### src/rtl/pgdec_pkg.sv
`timescale 1ns/1ps
package pgdec_pkg;
  typedef enum logic [1:0] {
    ROUTE_NONE   = 2'd0,
    ROUTE_DIRECT = 2'd1,
    ROUTE_PAGED  = 2'd2,
    ROUTE_CTRL   = 2'd3
  } route_e;
endpackage

### src/rtl/pgdec_route.sv
`timescale 1ns/1ps
// Classifies an access: control register, paged window, direct, or none.
module pgdec_route
  import pgdec_pkg::*;
#(
  parameter int DIR_AW = 12,
  parameter int OFF_W  = 10,
  parameter logic [DIR_AW-1:0] CTRL_ADDR = 12'h808
) (
  input  logic              valid,
  input  logic [DIR_AW-1:0] addr,
  output route_e            route
);
  localparam int SEL_W = DIR_AW - OFF_W;

  logic in_window;
  assign in_window = (addr[DIR_AW-1:OFF_W] == {SEL_W{1'b1}});

  always_comb begin
    if (!valid)                  route = ROUTE_NONE;
    else if (addr == CTRL_ADDR)  route = ROUTE_CTRL;
    else if (in_window)          route = ROUTE_PAGED;
    else                         route = ROUTE_DIRECT;
  end
endmodule

### src/rtl/pgdec_xlate.sv
`timescale 1ns/1ps
// Builds the internal address from the route, the direct address and the page.
module pgdec_xlate
  import pgdec_pkg::*;
#(
  parameter int DIR_AW = 12,
  parameter int OFF_W  = 10,
  parameter int PG_W   = 6
) (
  input  route_e                   route,
  input  logic [DIR_AW-1:0]        addr,
  input  logic [PG_W-1:0]          page,
  output logic [PG_W+OFF_W-1:0]    full_addr
);
  localparam int FULL_AW = PG_W + OFF_W;

  logic [FULL_AW-1:0] direct_ext;

  generate
    if (FULL_AW > DIR_AW) begin : g_pad
      assign direct_ext = {{(FULL_AW-DIR_AW){1'b0}}, addr};
    end else begin : g_trim
      assign direct_ext = addr[FULL_AW-1:0];
    end
  endgenerate

  assign full_addr = (route == ROUTE_PAGED) ? {page, addr[OFF_W-1:0]} : direct_ext;
endmodule

### src/rtl/pgdec_ctrl_reg.sv
`timescale 1ns/1ps
// Control register: page field plus independent enable bits.
module pgdec_ctrl_reg #(
  parameter int DW     = 32,
  parameter int PG_W   = 6,
  parameter int PG_LSB = 13,
  parameter int EN_W   = 2
) (
  input  logic            clk,
  input  logic            rst,
  input  logic            wr_en,
  input  logic            rd_en,
  input  logic [DW-1:0]   wdata,
  output logic [PG_W-1:0] page,
  output logic [EN_W-1:0] en,
  output logic [DW-1:0]   rd_data,
  output logic            rd_vld
);
  logic [DW-1:0] image;

  always_comb begin
    image = '0;
    image[PG_LSB +: PG_W] = page;
    image[EN_W-1:0]       = en;
  end

  always_ff @(posedge clk) begin
    if (rst) begin
      page    <= '0;
      en      <= '0;
      rd_data <= '0;
      rd_vld  <= 1'b0;
    end else begin
      rd_vld <= rd_en;
      if (rd_en) rd_data <= image;
      if (wr_en) begin
        page <= wdata[PG_LSB +: PG_W];
        en   <= wdata[EN_W-1:0];
      end
    end
  end
endmodule

### src/rtl/pgdec_issue.sv
`timescale 1ns/1ps
// Registered strobe, address and data stage toward the register file.
module pgdec_issue
  import pgdec_pkg::*;
#(
  parameter int FULL_AW = 16,
  parameter int DW      = 32
) (
  input  logic               clk,
  input  logic               rst,
  input  route_e             route,
  input  logic               we,
  input  logic [FULL_AW-1:0] full_addr,
  input  logic [DW-1:0]      wdata,
  output logic [FULL_AW-1:0] reg_addr,
  output logic               reg_rd,
  output logic               reg_wr,
  output logic [DW-1:0]      reg_wdata
);
  logic fwd;
  assign fwd = (route == ROUTE_DIRECT) || (route == ROUTE_PAGED);

  always_ff @(posedge clk) begin
    if (rst) begin
      reg_addr  <= '0;
      reg_rd    <= 1'b0;
      reg_wr    <= 1'b0;
      reg_wdata <= '0;
    end else begin
      reg_rd <= fwd && !we;
      reg_wr <= fwd && we;
      if (fwd)       reg_addr  <= full_addr;
      if (fwd && we) reg_wdata <= wdata;
    end
  end
endmodule

### src/rtl/paged_reg_decoder.sv
`timescale 1ns/1ps
module paged_reg_decoder
  import pgdec_pkg::*;
#(
  parameter int DIR_AW = 12,
  parameter int OFF_W  = 10,
  parameter int PG_W   = 6,
  parameter int PG_LSB = 13,
  parameter int EN_W   = 2,
  parameter int DW     = 32,
  parameter logic [DIR_AW-1:0] CTRL_ADDR = 12'h808
) (
  input  logic                   clk,
  input  logic                   rst,
  input  logic                   acc_valid,
  input  logic                   acc_we,
  input  logic [DIR_AW-1:0]      acc_addr,
  input  logic [DW-1:0]          acc_wdata,
  output logic [PG_W+OFF_W-1:0]  reg_addr,
  output logic                   reg_rd,
  output logic                   reg_wr,
  output logic [DW-1:0]          reg_wdata,
  output logic [DW-1:0]          ctl_rdata,
  output logic                   ctl_rvalid,
  output logic [EN_W-1:0]        pio_en
);
  localparam int FULL_AW = PG_W + OFF_W;

  route_e             route;
  logic [PG_W-1:0]    page;
  logic [FULL_AW-1:0] full_addr;
  logic               ctl_wr, ctl_rd;

  assign ctl_wr = (route == ROUTE_CTRL) && acc_we;
  assign ctl_rd = (route == ROUTE_CTRL) && !acc_we;

  pgdec_route #(.DIR_AW(DIR_AW), .OFF_W(OFF_W), .CTRL_ADDR(CTRL_ADDR)) u_route (
    .valid (acc_valid),
    .addr  (acc_addr),
    .route (route)
  );

  pgdec_ctrl_reg #(.DW(DW), .PG_W(PG_W), .PG_LSB(PG_LSB), .EN_W(EN_W)) u_ctrl (
    .clk     (clk),
    .rst     (rst),
    .wr_en   (ctl_wr),
    .rd_en   (ctl_rd),
    .wdata   (acc_wdata),
    .page    (page),
    .en      (pio_en),
    .rd_data (ctl_rdata),
    .rd_vld  (ctl_rvalid)
  );

  pgdec_xlate #(.DIR_AW(DIR_AW), .OFF_W(OFF_W), .PG_W(PG_W)) u_xlate (
    .route     (route),
    .addr      (acc_addr),
    .page      (page),
    .full_addr (full_addr)
  );

  pgdec_issue #(.FULL_AW(FULL_AW), .DW(DW)) u_issue (
    .clk       (clk),
    .rst       (rst),
    .route     (route),
    .we        (acc_we),
    .full_addr (full_addr),
    .wdata     (acc_wdata),
    .reg_addr  (reg_addr),
    .reg_rd    (reg_rd),
    .reg_wr    (reg_wr),
    .reg_wdata (reg_wdata)
  );
endmodule

### config.mk
export PLATFORM = sky130hd
export DESIGN_NAME = paged_reg_decoder
export DESIGN_NICKNAME = d
export VERILOG_FILES = /design/src/rtl/pgdec_pkg.sv /design/src/rtl/pgdec_route.sv /design/src/rtl/pgdec_xlate.sv /design/src/rtl/pgdec_ctrl_reg.sv /design/src/rtl/pgdec_issue.sv /design/src/rtl/paged_reg_decoder.sv
export SDC_FILE = /design/constraint.sdc
export NUM_CORES = 1
export LEC_CHECK = 0
export ABC_AREA = 1
export ABC_CLOCK_PERIOD_IN_PS = 1300
export BUFFER_PORTS_ARGS = -buffer_cell sky130_fd_sc_hd__buf_2
export CAP_MARGIN = 20
export CORE_MARGIN = 3
export CORE_UTILIZATION = 45
export DETAILED_ROUTE_END_ITERATION = 8
export PLACE_DENSITY = 0.74
export SYNTH_ARGS = -nofsm -noshare
export SYNTH_HDL_FRONTEND = slang
export SYNTH_SLANG_ARGS = --single-unit
### constraint.sdc
create_clock -name clk -period 1.3 [get_ports clk]
set_input_delay 0.065 -clock clk [delete_from_list [all_inputs] [get_ports clk]]
set_output_delay 0.065 -clock clk [all_outputs]
set_load 0.01 [all_outputs]
* Yosys cells after proc, flatten, opt, wreduce, memory -nomap -nowiden *
Cells that the tools add are included.

word-level totals
  bits of input ports = 48
  output and inout port bits = 85
  flip-flop bits (word level) = 67

operators by class
  equal/unequal tests = 5
  mux-type cells = 4
  reduce and logical (&&, ||, !) cells = 6

operator list
  cell                                                 number
  two-way mux 16 bit                                   1
  equality test 12 bit, second input constant          1
  equality test 2 bit, second input constant           3
  two-way mux 2 bit                                    3
  logical AND 1 bit                                    4
  equality test 2 x 1 -> 1 bit, second input constant  1
  zero test 1 bit                                      1
  logical OR 1 bit                                     1

* Depth between registers and ports, before layout *
Gate-level depths: netlist of run 1.

  depth in word-level cells = 7
  depth in mapped cells = 9

* Cells and area by module *
Synthesis of run 1 repeated with hierarchy kept, for this count alone.

second synthesis, totals
  cells, all modules = 526
  area, all modules = 3382.0 sq um

modules (own cells, without submodules)
  module             instances  area each (sq um)  sequential area each (sq um)  cells an instance
  pgdec_issue        1          2268.4             1001.0                        354
  pgdec_ctrl_reg     1          907.1              340.3                         130
  pgdec_xlate        1          140.1              0.0                           26
  pgdec_route        1          51.3               0.0                           12
  paged_reg_decoder  1          15.0               0.0                           4

* Worst setup path before layout of run 1 *
No wires, ideal clock.

  path type = input-to-reg
  start = input port acc_addr[10]
  end = register u_issue.reg_addr[1]
  path slack = 0.296 ns
  library setup time = 0.116 ns
  stages on the path = 9
  required time = 1.184 ns
  data arrival time = 0.888 ns
  cells stage by stage = inv_1 > nand2_1 > nor2_4 > nand3_4 > nand2_4 > inv_2 > buf_6 > nor2_1 > nor2_1

on the way
  cells in the longest elaborated chain, start to end = 6
  elaborated cells on any way between the ends = 8

ends and longest elaborated chain
  item                                                                 RTL line                 RTL
  start, declared                                                      paged_reg_decoder.sv:17  input logic [DIR_AW-1:0] acc_addr,
  equality test 2 bit                                                  pgdec_route.sv:17        assign in_window = (addr[DIR_AW-1:OFF_W] == {SEL_W{1'b1}});
  two-way mux 2 bit                                                    pgdec_route.sv:22        else if (in_window) route = ROUTE_PAGED;
  two-way mux 2 bit *                                                  pgdec_route.sv:21        else if (addr == CTRL_ADDR) route = ROUTE_CTRL;
  two-way mux 2 bit *                                                  pgdec_route.sv:20        if (!valid) route = ROUTE_NONE;
  equality test 2 x 1 -> 1 bit or equality test 2 bit (tied branches)  pgdec_issue.sv:21        assign fwd = (route == ROUTE_DIRECT) || (route == ROUTE_PAGED);
  logical OR 1 bit *                                                   pgdec_issue.sv:21
  end signal, assigned                                                 pgdec_issue.sv:32        if (fwd) reg_addr <= full_addr;
  end, declared                                                        pgdec_issue.sv:15        output logic [FULL_AW-1:0] reg_addr,

Every way passes the cells marked *; elsewhere a longest branch is shown, timed or not.
A chain may end at the register's enable or synchronous reset.

* Worst setup path in the final report of run 1 *
  start = register u_ctrl.en[1]
  end = output port pio_en[1]

RTL lines
  item                    RTL line                 RTL
  start, declared         pgdec_ctrl_reg.sv:15     output logic [EN_W-1:0] en,
  start signal, assigned  pgdec_ctrl_reg.sv:38     en <= wdata[EN_W-1:0];
  end, declared           paged_reg_decoder.sv:25  output logic [EN_W-1:0] pio_en

No word-level cell between the ends.

==> results of run 1 <==
==> cells in the mapped netlist <==
master and number:
inv_1 123, nand2_1 113, nor2_1 92, dfxtp_1 67, nand4_1 32, buf_4 27
o21ai_0 11, buf_2 8, clkbuf_1 8, a21oi_1 6, buf_1 3, buf_6 3
nand3_1 2, nand4_4 2, nor2_4 2, clkinv_1 1, conb_1 1, inv_2 1
nand2_4 1, nand3_2 1, nand3_4 1, nor3_1 1
==> routing by layer <==
| layer | vias up | global-route usage |
|---|---|---|
| met5 | - | 0 |
| met3 | 11 | 0.0410 |
| met2 | 94 | 0.328 |
| met4 | 0 | 0.0780 |
| met1 | 1365 | 0.225 |
| li1 | 1653 | - |
==> worst min path at each step <==
stage | from | endpoint | slack [ns] | cells past startpoint
final | acc_addr[4] | u_issue.reg_addr[4]$_SDFFE_PP0N_ | 0.02 | 3
after global routing | rst | u_issue.reg_addr[12]$_SDFFE_PP0N_ | 0.02 | 2
after CTS | acc_addr[3] | u_issue.reg_addr[3]$_SDFFE_PP0N_ | 0.003 | 3
after detailed placement | acc_wdata[15] | u_ctrl.page[2]$_SDFFE_PP0P_ | 0.32 | 3
after global placement | acc_wdata[17] | u_ctrl.page[4]$_SDFFE_PP0P_ | 0.32 | 3
after floorplan | acc_wdata[1] | u_ctrl.en[1]$_SDFFE_PP0P_ | 0.20 | 2
==> final cells by class <==
class	count	area (um^2)	area share
Inverter	125	469	0.111
Tap cell	96	120	0.0284
Multi-Input combinational cell	288	1260	0.299
Clock inverter	4	95.1	0.0225
Clock buffer	12	165	0.0391
Sequential cell	67	1340	0.318
Timing Repair Buffer	131	768	0.182
==> power groups by stage <==
stage / sequential, mW / combinational [mW] / clock (mW)
global route: 2.20 / 0.758 / 2.32
CTS: 2.19 / 0.667 / 2.25
global placement: 2.24 / 0.625 / 0
finish: 2.19 / 0.668 / 2.19
floorplan: 2.28 / 0.401 / 0
detailed placement: 2.24 / 0.636 / 0
==> sequential cells by signal, summed over array words and instances (netlist names) <==
signal / cells
u_ctrl.page: 6
u_ctrl.en: 2
u_issue.reg_wdata: 32
u_issue.reg_addr: 16
u_issue.reg_rd: 1
u_ctrl.rd_data: 8
u_ctrl.rd_vld: 1
u_issue.reg_wr: 1
==> logic make-up after synthesis <==
| group | after synthesis | share of synthesized area |
|---|---|---|
| buffers and inverters | 174 | 0.238 |
| flip-flops | 67 | 0.406 |
| AND/OR/NAND/NOR | 247 | 0.329 |
| AO/OA/AOI/OAI | 17 | 0.0257 |
| other | 1 | 0.00113 |
==> worst reg2reg max path: stages, from the launching register on <==
cell and delay, ns:
dfxtp_1 0.34, inv_1 0.06, a21oi_1 0.17, nand3_1 0.10
nand2_1 0.07
==> metrics by stage <==
stage / worst slack, ns / utilization / area (um^2)
after global placement: 0.101 / 0.553 / 3840
after global routing: 0.307 / 0.608 / 4220
after CTS: 0.358 / 0.608 / 4220
after floorplan: 0.296 / - / 3390
final: 0.378 / 0.608 / 4220
after detailed placement: 0.0928 / 0.553 / 3840
==> flow_summary.json, run 1 <==
{
  "setup-tns-final_ns": 0,
  "grt_pass1_wl_mm": 13.0,
  "cts-buffers-inserted": 9,
  "fin_cells": 723,
  "final_max_slew_viol_count": 0,
  "synth.area.top_cells": "dfxtp_1, inv_1, nand2_1",
  "grt_pass1_vias": 2950,
  "hp-class": "input port to register",
  "path_cells": "buf_2",
  "cp-start-kind": "register",
  "crit_buf_inv": 1,
  "syn_to_final_growth_pct": 27.7,
  "synth_area_leader_cell": "dfxtp_1",
  "die_w_um": 91.7,
  "die_y_um": 91.7,
  "m1WireLength_mm": 3.46,
  "yosysSeqAreaShare": 0.406,
  "gr-total-overflow": 0,
  "vias": 3123,
  "critPathMaxFanout": 3,
  "grt_usage": 0.189,
  "crit_end": "pio_en[1]",
  "start_util": 0.476,
  "intPower_mw": 3.85,
  "finClkSkew_ns": 0.00335,
  "switching_power_mw": 1.20,
  "synthDistinctLibCells": 22,
  "io_pins": 133,
  "clock_path_buffers": 2,
  "cts_tree": "done",
  "antenna_found_initial": 0,
  "worstSetupPathType": "register to primary output",
  "finalPower_mw": 5.05,
  "first_pass_iters": 4,
  "dpl.hpwl_mm": 5.56,
  "post_drt_wl_per_cell_um": 10.9,
  "p_comb_frac": 0.132,
  "p_leak_nw": 2.55,
  "rsz0062_at_grt": "false",
  "vias_per_cell": 4.32,
  "ir_drop_mv": 0.574,
  "crit_path_end_kind": "primary output",
  "syn_avg_cell_area_um2": 6.53,
  "die_area_um2": 8410,
  "dp.cells": 695,
  "crit_start": "u_ctrl.en[1]$_SDFFE_PP0P_",
  "r2r_setup_slack_ns": 0.52,
  "cts.clk_slew.worst_paths_ns": 0.07,
  "antenna_left": 0,
  "path_depth": 1,
  "crit_family": "flip-flops",
  "maxCapViolCount": 0,
  "reg2reg_depth": 4,
  "drive_above_1_share": 0.228,
  "hold_ws_ns": 0.0179,
  "r2r-start": "u_ctrl.page[1]$_SDFFE_PP0P_",
  "p_per_area_nw_per_um2": 1200,
  "fmax_mhz": 1090,
  "ys.warnings.count": 0,
  "fill_cells": 648,
  "p_clk_frac": 0.434,
  "final_common_cell": "inv_1",
  "hold_viol": 0,
  "worst_ep_required_time_ns": 1.24,
  "power_frac_seq": 0.434,
  "routed-wl-met3_um": 484,
  "first_iter_violations": 90,
  "crit_arrival_ns": 0.86,
  "swShare": 0.238,
  "antenna_cells": 0,
  "worstSkewPairLatency_ns": 0.33,
  "setup_viol": 0,
  "drc": 0,
  "place.gp.congestion": 0.788,
  "synth_seq_cells": 67,
  "io_buffers": 108,
  "rows": 30,
  "period_minus_slack_ns": 0.922,
  "post_cts_buffers": 0,
  "cts-htree-levels": 3,
  "period_share": 0.709,
  "status": "complete, no violations",
  "final_cell_mix": "inv_1, nand2_1, buf_2",
  "coreArea_um2": 6940,
  "cts-resized-gates": 0,
  "max_stage_delay_ns": 0.37,
  "grt_max_degree": 38,
  "highest_layer": "met4",
  "hold_buffers": 12,
  "synth_top_area_share": 0.406,
  "syn_inst": 506,
  "slowest_stage": "dfxtp_1",
  "root_buffer": "clkbuf_8",
  "finalWirelength_mm": 7.86,
  "nets": 670,
  "clock_sinks": 67,
  "r2r_end": "u_issue.reg_addr[11]$_SDFFE_PP0N_",
  "syn_area_um2": 3310,
  "wl_met2_mm": 3.80
}
Note: power is estimated with default switching activity, not from simulation.
==> run 2: changes to the inputs <==
--- a/config.mk
+++ b/config.mk
@@ -6,7 +6,7 @@
 export NUM_CORES = 1
 export LEC_CHECK = 0
 export ABC_AREA = 1
-export ABC_CLOCK_PERIOD_IN_PS = 1300
+export ABC_CLOCK_PERIOD_IN_PS = 880
 export BUFFER_PORTS_ARGS = -buffer_cell sky130_fd_sc_hd__buf_2
 export CAP_MARGIN = 20
 export CORE_MARGIN = 3
==> constraint.sdc (replaced) <==
create_clock -name clk -period 0.88 [get_ports clk]
set_input_delay 0.044 -clock clk [delete_from_list [all_inputs] [get_ports clk]]
set_output_delay 0.044 -clock clk [all_outputs]
set_load 0.01 [all_outputs]
==> flow_summary.json, run 2 (synthesis gave the netlist of run 1 again) <==
{
  "status": "complete, no violations",
  "post_drt_wl_per_cell_um": 11.4,
  "worstSetupPathType": "input port to register",
  "grt_pass1_wl_mm": 13.1,
  "final_max_slew_viol_count": 0,
  "io_buffers": 108,
  "nets": 682,
  "post-route-util": 0.654,
  "dpl.hpwl_mm": 5.57,
  "fmax_mhz": 1150,
  "vias_per_cell": 4.36,
  "rows": 30,
  "largest_reg_flops": 32,
  "crit_arrival_ns": 1.10,
  "critPathMaxFanout": 8,
  "finClkSkew_ns": 0.00391,
  "io_pins": 133,
  "die_y_um": 91.7,
  "cp-start-kind": "input port",
  "clock_path_buffers": 2,
  "antenna_found_initial": 0,
  "vias": 3207,
  "cts-htree-levels": 3,
  "cts_tree": "done",
  "syn_to_final_growth_pct": 37.3,
  "crit_path_end_kind": "register",
  "dpl_cell_area_um2": 3950,
  "hold_viol": 0,
  "die_w_um": 91.7,
  "fill_cells": 629,
  "p_leak_nw": 2.63,
  "ff_latch_area_um2": 1400,
  "reg_top3": "u_issue.reg_wdata (32), u_issue.reg_addr (16), u_ctrl.rd_data (8)",
  "rsz0062_at_grt": "true",
  "drc": 0,
  "period_share": 0.986,
  "dp_slack_ns": -0.333,
  "finalWirelength_mm": 8.38,
  "period_minus_slack_ns": 0.868,
  "final_area_um2": 4540,
  "antenna_cells": 0,
  "die_area_um2": 8410,
  "first_iter_violations": 145,
  "fin_cells": 735,
  "hold_path_depth": 5,
  "multi_input_area_um2": 1340,
  "place.gp.congestion": 0.775,
  "hold_ws_ns": 0.0345,
  "gr-total-overflow": 0,
  "ir_drop_mv": 0.953,
  "hp-class": "input port to register",
  "first_pass_iters": 4,
  "drive_above_1_share": 0.330,
  "grt_pass1_vias": 2861,
  "worstSkewPairLatency_ns": 0.33,
  "root_buffer": "clkbuf_8",
  "reg2reg_depth": 4,
  "worst_ep_required_time_ns": 1.11,
  "setup_viol": 0,
  "cts.clk_slew.worst_paths_ns": 0.07,
  "final_common_cell": "inv_1",
  "maxCapViolCount": 0,
  "dp.cells": 701,
  "grt_max_degree": 61,
  "start_util": 0.476,
  "layout_setup_ws_ns": 0.0119,
  "clock_sinks": 67,
  "grt_usage": 0.191,
  "coreArea_um2": 6940,
  "top_register": "u_issue.reg_wdata",
  "antenna_left": 0,
  "final_cell_mix": "inv_1, nand2_1, buf_2",
  "cts-buffers-inserted": 9,
  "p_per_area_nw_per_um2": 1510
}
run 2: changes by cell type in the layout (fill, tap and decap cells not counted), moves of 3 or more:
cell | previous run | this run
dfxtp_1 | 67 | 19
nand2_1 | 113 | 110
dfxtp_2 | 0 | 47
nor2_1 | 92 | 89
buf_2 | 108 | 95
inv_1 | 123 | 119
buf_12 | 2 | 5
buf_6 | 0 | 14
run 2: cell type report:
class / instances / area share
Clock inverter: 5 / 0.0116
Tap cell: 96 / 0.0265
Timing Repair Buffer: 141 / 0.217
Multi-Input combinational cell: 290 / 0.295
Inverter: 125 / 0.109
Clock buffer: 11 / 0.0312
Sequential cell: 67 / 0.309
run 2: per-stage QoR:
step                total power [mW]  setup TNS (ns)
finish                          6.87               0
global route                    7.28           -1.20
CTS                             6.88               0
detailed placement              4.30          -16.25
global placement                4.28          -15.16
floorplan                       3.98           -2.52
run 2: where the power goes:
group / internal, mW / switching (mW) / leakage (nW)
Combinational: 0.480 / 0.624 / 1.96
Sequential: 3.19 / 0.0730 / 0.568
Clock: 1.37 / 1.13 / 0.0991
Total: 5.04 / 1.83 / 2.63
run 2: critical path, cell delays in order:
cell,delay [ns]
buf_6,0.10
nor2_4,0.10
nand2_2,0.06
buf_6,0.12
nor2_4,0.20
buf_12,0.14
nand4_4,0.12
nor2_1,0.15
nor2_1,0.06
run 2: metal layers:
| metal | vias to the layer above | GRT usage | routed length, um |
|---|---|---|---|
| met3 | 4 | 0.0525 | 652 |
| met1 | 1398 | 0.229 | 3470 |
| met4 | 0 | 0.0520 | 47 |
| met5 | - | 0 | 0 |
| met2 | 121 | 0.335 | 4210 |
| li1 | 1684 | - | - |
run 2: final timing paths:
check | startpoint | to | slack (ns)
min reg2reg | u_issue.reg_addr[12]$_SDFFE_PP0N_ | u_issue.reg_addr[12]$_SDFFE_PP0N_ | 0.46
min | acc_wdata[9] | u_issue.reg_wdata[9]$_SDFFE_PP0P_ | 0.03
max reg2reg | u_ctrl.page[1]$_SDFFE_PP0P_ | u_issue.reg_addr[11]$_SDFFE_PP0N_ | 0.14
max | acc_addr[7] | u_ctrl.page[3]$_SDFFE_PP0P_ | 0.01
run 2: timing repair:
action | in CTS | in global routing
endpoints found under the setup margin | 5 | 90
gates cloned | 0 | 2
hold buffers | 14 | 0
buffers inserted | 0 | 2
gates resized for setup | 6 | 70
pin swaps | 0 | 9
endpoints found under the hold margin | 14 | 0
==> run 3: changes to the inputs <==
--- a/config.mk
+++ b/config.mk
@@ -9,7 +9,7 @@
 export ABC_CLOCK_PERIOD_IN_PS = 880
 export BUFFER_PORTS_ARGS = -buffer_cell sky130_fd_sc_hd__buf_2
 export CAP_MARGIN = 20
-export CORE_MARGIN = 3
+export CORE_MARGIN = 1
 export CORE_UTILIZATION = 45
 export DETAILED_ROUTE_END_ITERATION = 8
 export PLACE_DENSITY = 0.74
==> flow_summary.json, run 3 (synthesis gave the netlist of run 1 again) <==
{
  "status": "complete, no violations",
  "cts.clk_slew.worst_paths_ns": 0.08,
  "final_max_slew_viol_count": 0,
  "nets": 689,
  "finalPower_mw": 7.25,
  "vias": 3219,
  "antenna_cells": 0,
  "final_area_um2": 4550,
  "grt_max_degree": 23,
  "hold_ws_ns": 0.0171,
  "max_stage_delay_ns": 0.34,
  "place.gp.congestion": 0.821,
  "setup-tns-final_ns": 0,
  "die_w_um": 87.7,
  "first_pass_iters": 4,
  "start_util": 0.476,
  "antenna_left": 0,
  "worst_ep_required_time_ns": 0.84,
  "crit_family": "flip-flops",
  "crit_path_end_kind": "primary output",
  "gr-total-overflow": 0,
  "drc": 0,
  "post_drt_wl_per_cell_um": 10.9,
  "dp.cells": 709,
  "critPathMaxFanout": 2,
  "worstSkewPairLatency_ns": 0.34,
  "p_leak_nw": 2.65,
  "drive_above_1_share": 0.337,
  "cp-start-kind": "register",
  "coreArea_um2": 6940,
  "ir_drop_mv": 1.05,
  "io_pins": 133,
  "fmax_mhz": 1160,
  "crit_buf_inv": 1,
  "first_iter_violations": 138,
  "die_area_um2": 7690,
  "cts-htree-levels": 3,
  "maxCapViolCount": 0,
  "vias_per_cell": 4.34,
  "wl_met2_mm": 3.99,
  "worstSetupPathType": "register to primary output",
  "dpl.hpwl_mm": 5.65,
  "final_cell_mix": "inv_1, nand2_1, buf_2",
  "cts_tree": "done",
  "highest_layer": "met4",
  "p_per_area_nw_per_um2": 1590,
  "routed-wl-met3_um": 374,
  "final_common_cell": "inv_1",
  "antenna_found_initial": 0,
  "rsz0062_at_grt": "true",
  "finClkSkew_ns": 0.00452,
  "finalWirelength_mm": 8.11,
  "setup_viol": 0,
  "rows": 30,
  "period_minus_slack_ns": 0.861,
  "reg_top3": "u_issue.reg_wdata (32), u_issue.reg_addr (16), u_ctrl.rd_data (8)",
  "syn_to_final_growth_pct": 37.7,
  "fin_cells": 742,
  "top_register": "u_issue.reg_wdata",
  "grt_usage": 0.209,
  "m1WireLength_mm": 3.63,
  "period_share": 0.978,
  "root_buffer": "clkbuf_8",
  "dpl_cell_area_um2": 4010,
  "clock_path_buffers": 2,
  "clock_sinks": 67,
  "die_y_um": 87.7,
  "hp-class": "input port to register",
  "crit_arrival_ns": 0.82,
  "cts-buffers-inserted": 9,
  "grt_pass1_wl_mm": 12.4,
  "hold_viol": 0,
  "path_cells": "buf_2",
  "slowest_stage": "dfxtp_1",
  "largest_reg_flops": 32,
  "io_buffers": 108,
  "grt_pass1_vias": 2766
}
run 3: changes by cell type in the layout (fill, tap and decap cells not counted), sizes merged:
cell,change
clkinv,-1
clkinvlp,+1
nand4,-1
buf,+8
clkbuf,-1
bufinv,+1
run 3: worst paths after layout:
| check | start | endpoint | slack (ns) | cells past startpoint |
|---|---|---|---|---|
| max | u_ctrl.rd_data[1]$_SDFFE_PP0P_ | ctl_rdata[1] | 0.02 | 1 |
| max reg2reg | u_ctrl.page[1]$_SDFFE_PP0P_ | u_issue.reg_addr[11]$_SDFFE_PP0N_ | 0.07 | 4 |
| min reg2reg | u_issue.reg_addr[10]$_SDFFE_PP0N_ | u_issue.reg_addr[10]$_SDFFE_PP0N_ | 0.46 | 2 |
| min | acc_wdata[7] | u_issue.reg_wdata[7]$_SDFFE_PP0P_ | 0.02 | 5 |
run 3: per-layer routing:
| layer | vias to the layer above | track usage |
|---|---|---|
| met4 | 0 | 0.0864 |
| li1 | 1690 | - |
| met2 | 92 | 0.349 |
| met3 | 11 | 0.0462 |
| met5 | - | 0 |
| met1 | 1426 | 0.260 |
run 3: what timing repair did:
item | 4_1_cts | 5_1_grt
hold buffers | 14 | 0
cloned | 0 | 1
endpoints found under the setup margin | 4 | 76
setup buffers | 0 | 2
pin swaps | 0 | 4
hold endpoints to repair | 14 | 0
gates resized for setup | 5 | 59
run 3: report_power, final:
part           switching, mW  internal [mW]
clock network           1.20           1.67
logic                  0.626          0.489
registers             0.0697           3.19
run 3: through the flow:
step / setup WS [ns] / utilization
finish: 0.0194 / 0.655
global route: -0.0127 / 0.655
CTS: 0.00123 / 0.632
detailed placement: -0.347 / 0.577
global placement: -0.284 / 0.577
floorplan: -0.0807 / -
run 3: layout make-up:
class,instances,area (um^2)
inverter,125,494
fill,622,2390
clock buffer,10,138
multi-input combinational,289,1320
timing repair buffer,149,993
sequential,67,1400
tap,96,120
clock inverter,6,88.8
